[src/rtl/cm_sysctl_pkg.sv]
package cm_sysctl_pkg;
  localparam int unsigned DW = 32;

  localparam int unsigned W_OSC      = 0;
  localparam int unsigned W_CTRL     = 3;
  localparam int unsigned W_LOCK     = 5;
  localparam int unsigned W_AUX      = 7;
  localparam int unsigned W_SDRAM    = 8;
  localparam int unsigned W_INIT     = 9;
  localparam int unsigned W_FLG_SET  = 12;
  localparam int unsigned W_FLG_CLR  = 13;
  localparam int unsigned W_NVF_SET  = 14;
  localparam int unsigned W_NVF_CLR  = 15;
  localparam int unsigned W_IRQ_STAT = 16;
  localparam int unsigned W_IRQ_RAW  = 17;
  localparam int unsigned W_IRQ_ENS  = 18;
  localparam int unsigned W_IRQ_ENC  = 19;
  localparam int unsigned W_SOFT_SET = 20;
  localparam int unsigned W_SOFT_CLR = 21;
  localparam int unsigned W_FIQ_STAT = 24;
  localparam int unsigned W_FIQ_RAW  = 25;
  localparam int unsigned W_FIQ_ENS  = 26;
  localparam int unsigned W_FIQ_ENC  = 27;
  localparam int unsigned W_VOLT0    = 32;
  localparam int unsigned W_VOLT1    = 33;
  localparam int unsigned W_VOLT2    = 34;
  localparam int unsigned W_VOLT3    = 35;

  localparam logic [15:0] UNLOCK_KEY = 16'hA05F;
  localparam int unsigned PD_IDX_W   = 6;
  localparam int unsigned PD_SIZE_IX = 31;

  // fixed part of the presence-detect table; unlisted entries are zero
  function automatic logic [7:0] pd_base(input logic [PD_IDX_W-1:0] idx);
    case (idx)
      6'd0:  pd_base = 8'd128;
      6'd1:  pd_base = 8'd8;
      6'd2:  pd_base = 8'd4;
      6'd3:  pd_base = 8'd11;
      6'd4:  pd_base = 8'd9;
      6'd5:  pd_base = 8'd1;
      6'd6:  pd_base = 8'd64;
      6'd8:  pd_base = 8'd2;
      6'd9:  pd_base = 8'hA0;
      6'd10: pd_base = 8'hA0;
      6'd13: pd_base = 8'd8;
      6'd15: pd_base = 8'd1;
      6'd16: pd_base = 8'h0E;
      6'd17: pd_base = 8'd4;
      6'd18: pd_base = 8'h1C;
      6'd19: pd_base = 8'd1;
      6'd20: pd_base = 8'd2;
      6'd21: pd_base = 8'h20;
      6'd22: pd_base = 8'hC0;
      6'd27: pd_base = 8'h30;
      6'd28: pd_base = 8'h28;
      6'd29: pd_base = 8'h30;
      6'd30: pd_base = 8'h28;
      default: pd_base = 8'h00;
    endcase
  endfunction
endpackage

[src/rtl/cm_setclr_reg.sv]
module cm_setclr_reg #(
  parameter int unsigned W   = 32,
  parameter logic [W-1:0] RST = '0
) (
  input  logic         clk_i,
  input  logic         rst_ni,
  input  logic         set_i,
  input  logic         clr_i,
  input  logic [W-1:0] d_i,
  output logic [W-1:0] q_o
);
  always_ff @(posedge clk_i or negedge rst_ni) begin
    if (!rst_ni)    q_o <= RST;
    else if (set_i) q_o <= q_o | d_i;
    else if (clr_i) q_o <= q_o & ~d_i;
  end
endmodule

[src/rtl/cm_osc_lock.sv]
module cm_osc_lock
  import cm_sysctl_pkg::*;
#(
  parameter logic [DW-1:0] OSC_RST = 32'h0100_0048,
  parameter logic [DW-1:0] AUX_RST = 32'h0007_FEFF
) (
  input  logic          clk_i,
  input  logic          rst_ni,
  input  logic          wr_osc_i,
  input  logic          wr_aux_i,
  input  logic          wr_key_i,
  input  logic [DW-1:0] d_i,
  output logic [DW-1:0] osc_o,
  output logic [DW-1:0] aux_o,
  output logic [15:0]   key_o,
  output logic          unlocked_o
);
  assign unlocked_o = (key_o == UNLOCK_KEY);

  always_ff @(posedge clk_i or negedge rst_ni) begin
    if (!rst_ni) begin
      osc_o <= OSC_RST;
      aux_o <= AUX_RST;
      key_o <= '0;
    end else begin
      if (wr_key_i)               key_o <= d_i[15:0];
      if (wr_osc_i && unlocked_o) osc_o <= d_i;
      if (wr_aux_i && unlocked_o) aux_o <= d_i;
    end
  end
endmodule

[src/rtl/cm_pd_rom.sv]
module cm_pd_rom
  import cm_sysctl_pkg::*;
#(
  parameter int unsigned MIB_W = 16
) (
  input  logic [PD_IDX_W-1:0] idx_i,
  input  logic [MIB_W-1:0]    mib_i,
  output logic [7:0]          byte_o
);
  logic [31:0] mib_w;
  logic [7:0]  size_b;

  assign mib_w = 32'(mib_i);

  always_comb begin
    if      (mib_w >= 32'd256) size_b = 8'd64;
    else if (mib_w >= 32'd128) size_b = 8'd32;
    else if (mib_w >= 32'd64)  size_b = 8'd16;
    else if (mib_w >= 32'd32)  size_b = 8'd4;
    else                       size_b = 8'd2;
  end

  assign byte_o = (idx_i == PD_IDX_W'(PD_SIZE_IX)) ? size_b : pd_base(idx_i);
endmodule

[src/rtl/cm_sysctl.sv]
module cm_sysctl
  import cm_sysctl_pkg::*;
#(
  parameter int unsigned   AW        = 12,
  parameter int unsigned   MIB_W     = 16,
  parameter logic [DW-1:0] OSC_RST   = 32'h0100_0048,
  parameter logic [DW-1:0] AUX_RST   = 32'h0007_FEFF,
  parameter logic [DW-1:0] SDRAM_RST = 32'h0001_1122,
  parameter logic [DW-1:0] INIT_RST  = 32'h0000_0112,
  parameter logic [DW-1:0] CTRL_RST  = 32'h0000_0005
) (
  input  logic             clk_i,
  input  logic             rst_ni,
  input  logic [MIB_W-1:0] mem_mib_i,
  input  logic             req_i,
  input  logic             we_i,
  input  logic [AW-1:0]    addr_i,
  input  logic [DW-1:0]    wdata_i,
  output logic [DW-1:0]    rdata_o,
  output logic             err_o,
  output logic             remap_o,
  output logic             led_o,
  output logic             board_rst_o,
  output logic             irq_o
);
  localparam logic [DW-1:0] XOR_MASK = 32'h5;
  localparam int unsigned   WIN_W    = AW - 8;

  logic [31:0]   widx;
  logic          in_win, misal, wr;
  logic          rd_ok, wr_ok, acc_ok;
  logic [DW-1:0] rd_val;

  logic [DW-1:0] osc_q, aux_q, sdram_q, init_q, ctrl_q;
  logic [15:0]   key_q;
  logic          unlocked;
  logic [DW-1:0] flags_q, nvflags_q, irq_en_q, fiq_en_q;
  logic          lvl_q;
  logic [DW-1:0] lvl_w;
  logic [7:0]    pd_byte;

  assign widx   = 32'(addr_i[AW-1:2]);
  assign in_win = (addr_i[AW-1:8] == WIN_W'(1));
  assign misal  = |addr_i[1:0];
  assign wr     = req_i && we_i && !misal && !in_win;
  assign lvl_w  = {{(DW-1){1'b0}}, lvl_q};

  function automatic logic hit(input logic [31:0] w, input int unsigned k);
    return w == 32'(k);
  endfunction

  cm_osc_lock #(.OSC_RST(OSC_RST), .AUX_RST(AUX_RST)) u_osc (
    .clk_i, .rst_ni,
    .wr_osc_i (wr && hit(widx, W_OSC)),
    .wr_aux_i (wr && hit(widx, W_AUX)),
    .wr_key_i (wr && hit(widx, W_LOCK)),
    .d_i      (wdata_i),
    .osc_o    (osc_q),
    .aux_o    (aux_q),
    .key_o    (key_q),
    .unlocked_o (unlocked)
  );

  cm_setclr_reg #(.W(DW)) u_flags (
    .clk_i, .rst_ni,
    .set_i (wr && hit(widx, W_FLG_SET)),
    .clr_i (wr && hit(widx, W_FLG_CLR)),
    .d_i (wdata_i), .q_o (flags_q)
  );

  cm_setclr_reg #(.W(DW)) u_nvflags (
    .clk_i, .rst_ni,
    .set_i (wr && hit(widx, W_NVF_SET)),
    .clr_i (wr && hit(widx, W_NVF_CLR)),
    .d_i (wdata_i), .q_o (nvflags_q)
  );

  cm_setclr_reg #(.W(DW)) u_irq_en (
    .clk_i, .rst_ni,
    .set_i (wr && hit(widx, W_IRQ_ENS)),
    .clr_i (wr && hit(widx, W_IRQ_ENC)),
    .d_i (wdata_i), .q_o (irq_en_q)
  );

  cm_setclr_reg #(.W(DW)) u_fiq_en (
    .clk_i, .rst_ni,
    .set_i (wr && hit(widx, W_FIQ_ENS)),
    .clr_i (wr && hit(widx, W_FIQ_ENC)),
    .d_i (wdata_i), .q_o (fiq_en_q)
  );

  cm_setclr_reg #(.W(1)) u_level (
    .clk_i, .rst_ni,
    .set_i (wr && hit(widx, W_SOFT_SET)),
    .clr_i (wr && hit(widx, W_SOFT_CLR)),
    .d_i (wdata_i[0]), .q_o (lvl_q)
  );

  cm_pd_rom #(.MIB_W(MIB_W)) u_pd (
    .idx_i (addr_i[7:2]), .mib_i (mem_mib_i), .byte_o (pd_byte)
  );

  always_comb begin
    rd_ok  = 1'b1;
    rd_val = '0;
    if (in_win) rd_val = {24'b0, pd_byte};
    else begin
      case (widx)
        32'(W_OSC):      rd_val = osc_q;
        32'(W_CTRL):     rd_val = ctrl_q;
        32'(W_LOCK):     rd_val = {15'b0, unlocked, key_q};
        32'(W_AUX):      rd_val = aux_q;
        32'(W_SDRAM):    rd_val = sdram_q;
        32'(W_INIT):     rd_val = init_q;
        32'(W_FLG_SET):  rd_val = flags_q;
        32'(W_NVF_SET):  rd_val = nvflags_q;
        32'(W_IRQ_STAT): rd_val = lvl_w & irq_en_q;
        32'(W_IRQ_RAW),
        32'(W_FIQ_RAW),
        32'(W_SOFT_SET): rd_val = lvl_w;
        32'(W_IRQ_ENS):  rd_val = irq_en_q;
        32'(W_FIQ_STAT): rd_val = lvl_w & fiq_en_q;
        32'(W_FIQ_ENS):  rd_val = fiq_en_q;
        32'(W_VOLT0), 32'(W_VOLT1),
        32'(W_VOLT2), 32'(W_VOLT3): rd_val = '0;
        default:         rd_ok = 1'b0;
      endcase
    end
  end

  always_comb begin
    wr_ok = 1'b0;
    if (!in_win) begin
      case (widx)
        32'(W_OSC), 32'(W_CTRL), 32'(W_LOCK), 32'(W_AUX),
        32'(W_SDRAM), 32'(W_INIT),
        32'(W_FLG_SET), 32'(W_FLG_CLR), 32'(W_NVF_SET), 32'(W_NVF_CLR),
        32'(W_IRQ_ENS), 32'(W_IRQ_ENC), 32'(W_SOFT_SET), 32'(W_SOFT_CLR),
        32'(W_FIQ_ENS), 32'(W_FIQ_ENC),
        32'(W_VOLT0), 32'(W_VOLT1), 32'(W_VOLT2), 32'(W_VOLT3): wr_ok = 1'b1;
        default: wr_ok = 1'b0;
      endcase
    end
  end

  assign acc_ok = !misal && (we_i ? wr_ok : rd_ok);

  always_ff @(posedge clk_i or negedge rst_ni) begin
    if (!rst_ni) begin
      ctrl_q      <= CTRL_RST;
      sdram_q     <= SDRAM_RST;
      init_q      <= INIT_RST;
      board_rst_o <= 1'b0;
      rdata_o     <= '0;
      err_o       <= 1'b0;
    end else begin
      board_rst_o <= wr && hit(widx, W_CTRL) && wdata_i[3];
      // control bits 0 and 2 are kept inverted
      if (wr && hit(widx, W_CTRL))  ctrl_q  <= (ctrl_q & ~XOR_MASK) | (wdata_i ^ XOR_MASK);
      if (wr && hit(widx, W_SDRAM)) sdram_q <= wdata_i;
      if (wr && hit(widx, W_INIT))  init_q  <= wdata_i;
      if (req_i) begin
        rdata_o <= (acc_ok && !we_i) ? rd_val : '0;
        err_o   <= !acc_ok;
      end
    end
  end

  assign remap_o = ctrl_q[2];
  assign led_o   = ~ctrl_q[0];
  assign irq_o   = lvl_q && (irq_en_q[0] || fiq_en_q[0]);
endmodule

[config.mk]
export PLATFORM = sky130hd
export DESIGN_NAME = cm_sysctl
export DESIGN_NICKNAME = d
export VERILOG_FILES = /design/src/rtl/cm_sysctl_pkg.sv /design/src/rtl/cm_setclr_reg.sv /design/src/rtl/cm_osc_lock.sv /design/src/rtl/cm_pd_rom.sv /design/src/rtl/cm_sysctl.sv
export SDC_FILE = /design/constraint.sdc
export NUM_CORES = 1
export LEC_CHECK = 0
export ABC_AREA = 0
export ABC_CLOCK_PERIOD_IN_PS = 1800
export BUFFER_PORTS_ARGS = -buffer_cell sky130_fd_sc_hd__buf_2
export CELL_PAD_IN_SITES_DETAIL_PLACEMENT = 1
export CELL_PAD_IN_SITES_GLOBAL_PLACEMENT = 2
export CORE_MARGIN = 4
export CORE_UTILIZATION = 38
export CTS_CLUSTER_DIAMETER = 150
export DETAILED_ROUTE_END_ITERATION = 16
export PLACE_DENSITY = 0.87
export SYNTH_ARGS = -nofsm -noshare
export SYNTH_HDL_FRONTEND = slang
export SYNTH_HIERARCHICAL = 1
export SYNTH_SLANG_ARGS = --single-unit
[constraint.sdc]
create_clock -name clk_i -period 1.8 [get_ports clk_i]
set_input_delay 0.18 -clock clk_i [delete_from_list [all_inputs] [get_ports clk_i]]
set_output_delay 0.18 -clock clk_i [all_outputs]
set_load 0.01 [all_outputs]
==> results of run 1 <==
[final timing paths]
check                                 from               to
hold reg to reg                 ctrl_q[15]       ctrl_q[15]
min in group asynchronous           rst_ni  u_osc/osc_o[10]
max in group asynchronous           rst_ni   u_osc/aux_o[6]
hold / removal                       req_i            err_o
setup reg to reg           u_osc/key_o[10]   u_osc/osc_o[4]
setup / recovery           u_osc/key_o[10]   u_osc/osc_o[4]
[per-layer routing]
metal | up-vias | global-route usage, % | wire length [um]
met3 | 116 | 4.64 | 4130
li1 | 5806 | - | -
met5 | - | 0 | 0
met4 | 0 | 9.83 | 2040
met2 | 561 | 43.1 | 30300
met1 | 7299 | 36.3 | 27300
[report_power, final]
group | total [uW] | switching (uW) | internal [uW]
Sequential | 7650 | 8.70 | 7640
Combinational | 1140 | 759 | 384
Clock | 7520 | 3200 | 4320
[stage by stage]
stage	power [uW]	cell area, sq um	setup slack [ns]
2_1_floorplan	8090	16800	-0.0663
3_3_place_gp	8850	19600	-0.868
3_5_place_dp	8880	19600	-0.912
4_1_cts	16400	21000	-0.335
5_1_grt	16800	21100	-0.350
6_report	16300	21100	-0.361
[cells by family after synthesis]
group                      after synthesis  synth area share (%)
AOI/OAI and AO/OA                      390                  19.6
and+or+nand+nor                        355                  12.7
DFF                                    339                  52.0
muxes                                  155                  10.6
buffers and inverters                  120                  4.26
adders and majority gates               10                 0.764
xor gates and xnor gates                 1                0.0535
[cell type report]
type	count	area [sq um]
Clock buffer	59	1130
Tap cell	577	722
Antenna cell	2	5.00
Multi-Input combinational cell	911	7690
Fill cell	4396	21200
Clock inverter	8	48.8
Sequential cell	339	8520
Inverter	16	63.8
Timing Repair Buffer	346	2950
[worst min-delay path, stage by stage]
cell and delay, ns:
buf_2 0.09, buf_4 0.10, nor2_1 0.04, a21oi_1 0.10
[cell usage in the layout, fill, tap and decap left out, types with 7 or more instances in the layout]
master and count:
dfstp_2 31, clkbuf_8 8, and3_1 13, nand3_1 11
clkbuf_16 41, and3b_1 8, nand2_1 157, mux2_4 64
nor4_4 9, nor3_2 8, a221oi_1 9, mux2_2 16
dfrtp_1 308, mux2i_1 8, buf_2 94, nor2_1 15
nor3_1 9, buf_12 40, a21oi_1 18, clkbuf_1 12
nand4_1 31, o2bb2ai_1 28, a32oi_1 7, mux2_1 67
a22o_1 152, inv_1 12, nand2b_1 7, a222oi_1 14
nor2b_1 9, a22oi_1 57, a2bb2oi_1 9, a21o_1 31
o21ai_0 11, buf_4 201
[repair_timing]
action	CTS	global route
hold endpoints to repair	52	0
pin swaps	3	9
hold buffers	5	0
endpoints found under the setup margin	69	89
gates resized for setup	14	17
buffers inserted	0	5
cloned	1	2
==> metrics.md, run 1 <==
| Metric | Value |
|---|---|
| CP Max Fanout | 6 |
| Inst Count DP | 2176 |
| CP Data Required Time | 2.22 ns |
| Post-synthesis cell count | 1370 |
| Final ANT Viol Nets | 0 |
| Crit path largest cell delay | 0.58 ns |
| Die area | 0.0465 sq mm |
| FMAX | 463 MHz |
| WP data arrival | 2.58 ns |
| CTS tree | yes |
| Wire per inst | 28.3 um |
| # IOs | 101 |
| Skew-Pair Late Insertion Delay | 0.56 ns |
| Top post-synthesis cells by count | dfrtp_1 (308), nand2_1 (158), a22o_1 (152) |
| Clk slew on worst S/H paths | 0.06 ns |
| Count leader, synth | dfrtp_1 |
| Leakage Power | 0.00991 uW |
| Critical path buffers and inverters | 2 |
| Worst slew pin tran | 0.606 ns |
| I/O Buffers | 95 |
| Num CTS Buffers | 38 |
| Predominant post-synthesis flop cell | dfrtp_1 |
| Sum of negative setup slack | -19.75 ns |
| FP Rows | 75 |
| Post-Route WL | 63900 um |
| Cell Pwr Density | 772 mW/mm^2 |
| Slew margin rel. | 59.6% |
| Sequential area share after synthesis | 52.0% |
| Run status | finished with violations |
| Core Util, Final | 49.9% |
| Max_cap viols | 0 |
| CP Class | reg -> reg |
| Hold Slack | 0.0244 ns |
| Synthesized area per cell | 12.0 sq um |
| Clock Path Buffers | 3 |
| Largest net degree at the start of global routing | 57 |
| Final nets | 1726 |
| Die height | 216 um |
| Final setup vio count | 65 |
| Synth cell types | 88 |
| Grt ovf | 0 |
| Remaining DRCs | 0 |
| CP Launch Type | flop |
| Synth area leaders | dfrtp_1 (47%), mux2_1 (8.3%), a22o_1 (8.1%) |
| Post-DP HPWL | 42500 um |
| Die Width | 216 um |
| Worst-case reg-to-reg path depth | 6 |
| Final hold vios | 0 |
| CP delay by family, top | simple AND/OR/NAND/NOR gates |
| Via count | 13800 |
| VDD IR-drop max | 458 uV |
| Final Wtd Congestion | 0.957 |
| Initial antenna violation count | 2 |
| Worst path slowest cell | or4b_4 |
| Crit end category | flop |
| Reg2Reg Setup Slack | -0.36 ns |
| Hold Path Depth | 4 |
| Fin. max-slew vios | 0 |
| Crit path cell chain | or4b_4 > nor4_4 > buf_6 > nand2_8 > clkbuf_16 > mux2_4 |
| Number of global-route vias before repair | 14700 |
| Failing checks | negative setup slack |
| DRT Pass-1 Iters | 6 |
| Fin crit share | 120% |
| Clock Skews | 0.0289 ns |
| Unrepaired setup endpoints after global routing | true |
| Synthesis-stage register bit count | 339 |
| Synth Net Count | 1444 |
| Crit path time final | 2.16 ns |
| Initial DRC count | 1398 |
| Number of cells on the critical path | 6 |
| P&R area growth vs syn | 29.0% |
| Setup ws final | -0.361 ns |
| All-layer global routing usage | 26.7% |
| Worst min-delay path class | in -> reg |
| H-tree levels | 2 |
| Layout cell share with drive strength beyond 1 | 34.7% |
| Post-synth ARST share | 100% |
| Synth warnings | 6 |
| Core region area | 0.0423 sq mm |
| Root buf cell | clkbuf_16 |
| Vias/cell | 6.10 |
| Leading area contributor after synthesis | dfrtp_1 |
| Post-synth top area share | 47.0% |
| Sink Count | 339 |
| Finished Layout Cells | 2258 |
| Post-synth EDFFs | 0 |
| First-pass GRT wire length | 95400 um |
| Initial Util | 38.7% |
| Post-Syn Area | 0.0164 sq mm |
(Power assumes the default switching activity.)
==> run 2: changes to the inputs <==
--- a/config.mk
+++ b/config.mk
@@ -12,9 +12,10 @@
 export CELL_PAD_IN_SITES_GLOBAL_PLACEMENT = 2
 export CORE_MARGIN = 4
 export CORE_UTILIZATION = 38
+export CTS_BUF_LIST = sky130_fd_sc_hd__clkbuf_8 sky130_fd_sc_hd__clkbuf_16
 export CTS_CLUSTER_DIAMETER = 150
 export DETAILED_ROUTE_END_ITERATION = 16
-export PLACE_DENSITY = 0.87
+export PLACE_DENSITY_LB_ADDON = 0.15
 export SYNTH_ARGS = -nofsm -noshare
 export SYNTH_HDL_FRONTEND = slang
 export SYNTH_HIERARCHICAL = 1
==> run 2 against run 1 <==
  * The run still ends with negative setup slack left
  * Power up 3.2%
  * Clock power up 7.0%
  * Core utilization is 0.20 points higher
  * Final cell count increased by 0.71%
  * Largest cell class unchanged
  * Non-clock buffer count is 12 higher
  * Via count fell by 3.7%
  * First-iteration DRC count is 35% lower
  * Global-route usage is 0.22 points lower
  * Combinational power barely moved
  * Clock skew is 0.010 ns lower
  * Clock-buffer cell count shrank 7
  * Final area grew 0.39%
==> metrics.md, run 2 (synthesis gave the netlist of run 1 again) <==
| Metric | Value |
|---|---|
| CP Data Required Time | 2.24 ns (was 2.22 ns) |
| All-layer global routing usage | 26.5% (was 26.7%) |
| Grt ovf | 0 (unchanged) |
| Die Width | 216 um (unchanged) |
| Setup ws final | -0.261 ns (was -0.361 ns) |
| Layout cell share with drive strength beyond 1 | 34.3% (was 34.7%) |
| DRT Pass-1 Iters | 5 (was 6) |
| Worst slew pin tran | 0.486 ns (was 0.606 ns) |
| Critical path buffers and inverters | 2 (unchanged) |
| Commonest non-fill, non-tap cells in the layout | dfrtp_1 (308), buf_4 (210), nand2_1 (157) (was dfrtp_1 (308), buf_4 (201), nand2_1 (157)) |
| Final Wtd Congestion | 0.909 (was 0.957) |
| P&R area growth vs syn | 29.5% (was 29.0%) |
| Hold Slack | 0.0174 ns (was 0.0244 ns) |
| Crit path largest cell delay | 0.57 ns (was 0.58 ns) |
| Unrepaired setup endpoints after global routing | true (unchanged) |
| Final ANT Viol Nets | 0 (unchanged) |
| Hold Path Depth | 2 (was 4) |
| Worst min-delay path class | in -> reg (unchanged) |
| Skew-Pair Late Insertion Delay | 0.56 ns (about the same) |
| First-pass GRT wire length | 94100 um (was 95400 um) |
| Largest net degree at the start of global routing | 76 (was 57) |
| Remaining DRCs | 0 (unchanged) |
| Number of global-route vias before repair | 14200 (was 14700) |
| Crit path time final | 2.06 ns (was 2.16 ns) |
| Worst path slowest cell | or4b_4 (unchanged) |
| WP data arrival | 2.50 ns (was 2.58 ns) |
| Failing checks | negative setup slack (unchanged) |
| Core Util, Final | 50.1% (was 49.9%) |
| FMAX | 485 MHz (was 463 MHz) |
| Finished Layout Cells | 2274 (was 2258) |
| Initial DRC count | 910 (was 1398) |
| Crit path cell chain | or4b_4 > nor4_4 > buf_4 > nand2_2 > buf_12 > mux2_4 (was or4b_4 > nor4_4 > buf_6 > nand2_8 > clkbuf_16 > mux2_4) |
| Inst Count DP | 2185 (was 2176) |
| Vias/cell | 5.83 (was 6.10) |
| Root buf cell | clkbuf_16 (unchanged) |
| CP delay by family, top | simple AND/OR/NAND/NOR gates (unchanged) |
| H-tree levels | 2 (unchanged) |
| # IOs | 101 (unchanged) |
| Crit end category | flop (unchanged) |
| Core region area | 0.0423 sq mm (unchanged) |
| I/O Buffers | 95 (unchanged) |
| Sink Count | 339 (unchanged) |
| Num CTS Buffers | 40 (was 38) |
| Sum of negative setup slack | -14.63 ns (was -19.75 ns) |
| Post-Route WL | 62300 um (was 63900 um) |
| Worst-case reg-to-reg path depth | 6 (unchanged) |
| Fin. max-slew vios | 0 (unchanged) |
| Die height | 216 um (unchanged) |
| Slew margin rel. | 67.6% (was 59.6%) |
| CP Class | reg -> reg (unchanged) |
| Cell Pwr Density | 794 mW/mm^2 (was 772 mW/mm^2) |
| Post-DP HPWL | 43200 um (was 42500 um) |
| Die area | 0.0465 sq mm (unchanged) |
| Via count | 13300 (was 13800) |
| Commonest non-fill, non-tap cell in the layout | dfrtp_1 (unchanged) |
| Initial Util | 38.7% (unchanged) |
| CP Max Fanout | 15 (was 6) |
| Clk slew on worst S/H paths | 0.06 ns (about the same) |
| VDD IR-drop max | 630 uV (was 458 uV) |
| Leakage Power | 0.0100 uW (was 0.00991 uW) |
| Fin crit share | 115% (was 120%) |
| CP Launch Type | flop (unchanged) |
| Final total power | 16800 uW (was 16300 uW) |
| Max_cap viols | 0 (unchanged) |
| Wire per inst | 27.4 um (was 28.3 um) |
| Initial antenna violation count | 1 (was 2) |
| Final nets | 1740 (was 1726) |
| Run status | finished with violations (unchanged) |
| Number of cells on the critical path | 6 (unchanged) |
| FP Rows | 75 (unchanged) |
| Clock Path Buffers | 3 (unchanged) |
| Final hold vios | 0 (unchanged) |
| Clock Skews | 0.0188 ns (was 0.0289 ns) |
| Final setup vio count | 65 (unchanged) |
| CTS tree | yes (unchanged) |
[run 2: report_power, final]
part / switching, uW / internal, uW / total (uW)
registers: 8.26 / 7640 / 7650
clock network: 3320 / 4740 / 8050
logic: 749 / 389 / 1140
total: 4080 / 12800 / 16800
[run 2: repair_timing]
item / 4_1_cts / 5_1_grt
pin swaps: 0 / 1
setup buffers: 0 / 1
endpoints found under the hold margin: 325 / 0
endpoints found under the setup margin: 66 / 81
resized for setup: 10 / 7
hold buffers: 15 / 0
[run 2: path summary, 6_finish.rpt]
path,startpoint,end,slack [ns]
hold / removal,wdata_i[18],ctrl_q[18],0.02
max in group asynchronous,rst_ni,u_osc/osc_o[3],0.94
setup / recovery,u_osc/key_o[12],u_osc/aux_o[28],-0.26
setup reg to reg,u_osc/key_o[12],u_osc/aux_o[28],-0.26
hold reg to reg,ctrl_q[10],ctrl_q[10],0.46
min in group asynchronous,rst_ni,asynchronous set/reset pin,0.10
[run 2: layer usage]
metal / share of wire, % / wire (um) / track usage, %
met2: 47 / 29100 / 42.8
met4: 2.8 / 1720 / 7.24
met3: 4.8 / 2970 / 4.78
met5: 0 / 0 / 0
met1: 46 / 28500 / 36.9
[run 2: final cells by class]
type	instances	area, sq um
Inverter	16	63.8
Clock inverter	20	128
Sequential cell	339	8520
Multi-Input combinational cell	911	7650
Clock buffer	52	1180
Antenna cell	1	2.50
Timing Repair Buffer	358	2950
Tap cell	577	722
Fill cell	4412	21100
[run 2: metrics by stage]
| stage | setup WS, ns | area (sq um) |
|---|---|---|
| finish | -0.261 | 21200 |
| global route | -0.308 | 21200 |
| CTS | -0.256 | 21200 |
| detailed placement | -1.14 | 19700 |
| global placement | -1.19 | 19700 |
| floorplan | -0.0663 | 16800 |
[run 2: worst register-to-register path: cells and delay by family (launching register included)]
kind	cells	cell delay (ns)
and+or+nand+nor	3	0.84
muxes	1	0.35
buffers and inverters	2	0.38
DFF	1	0.39
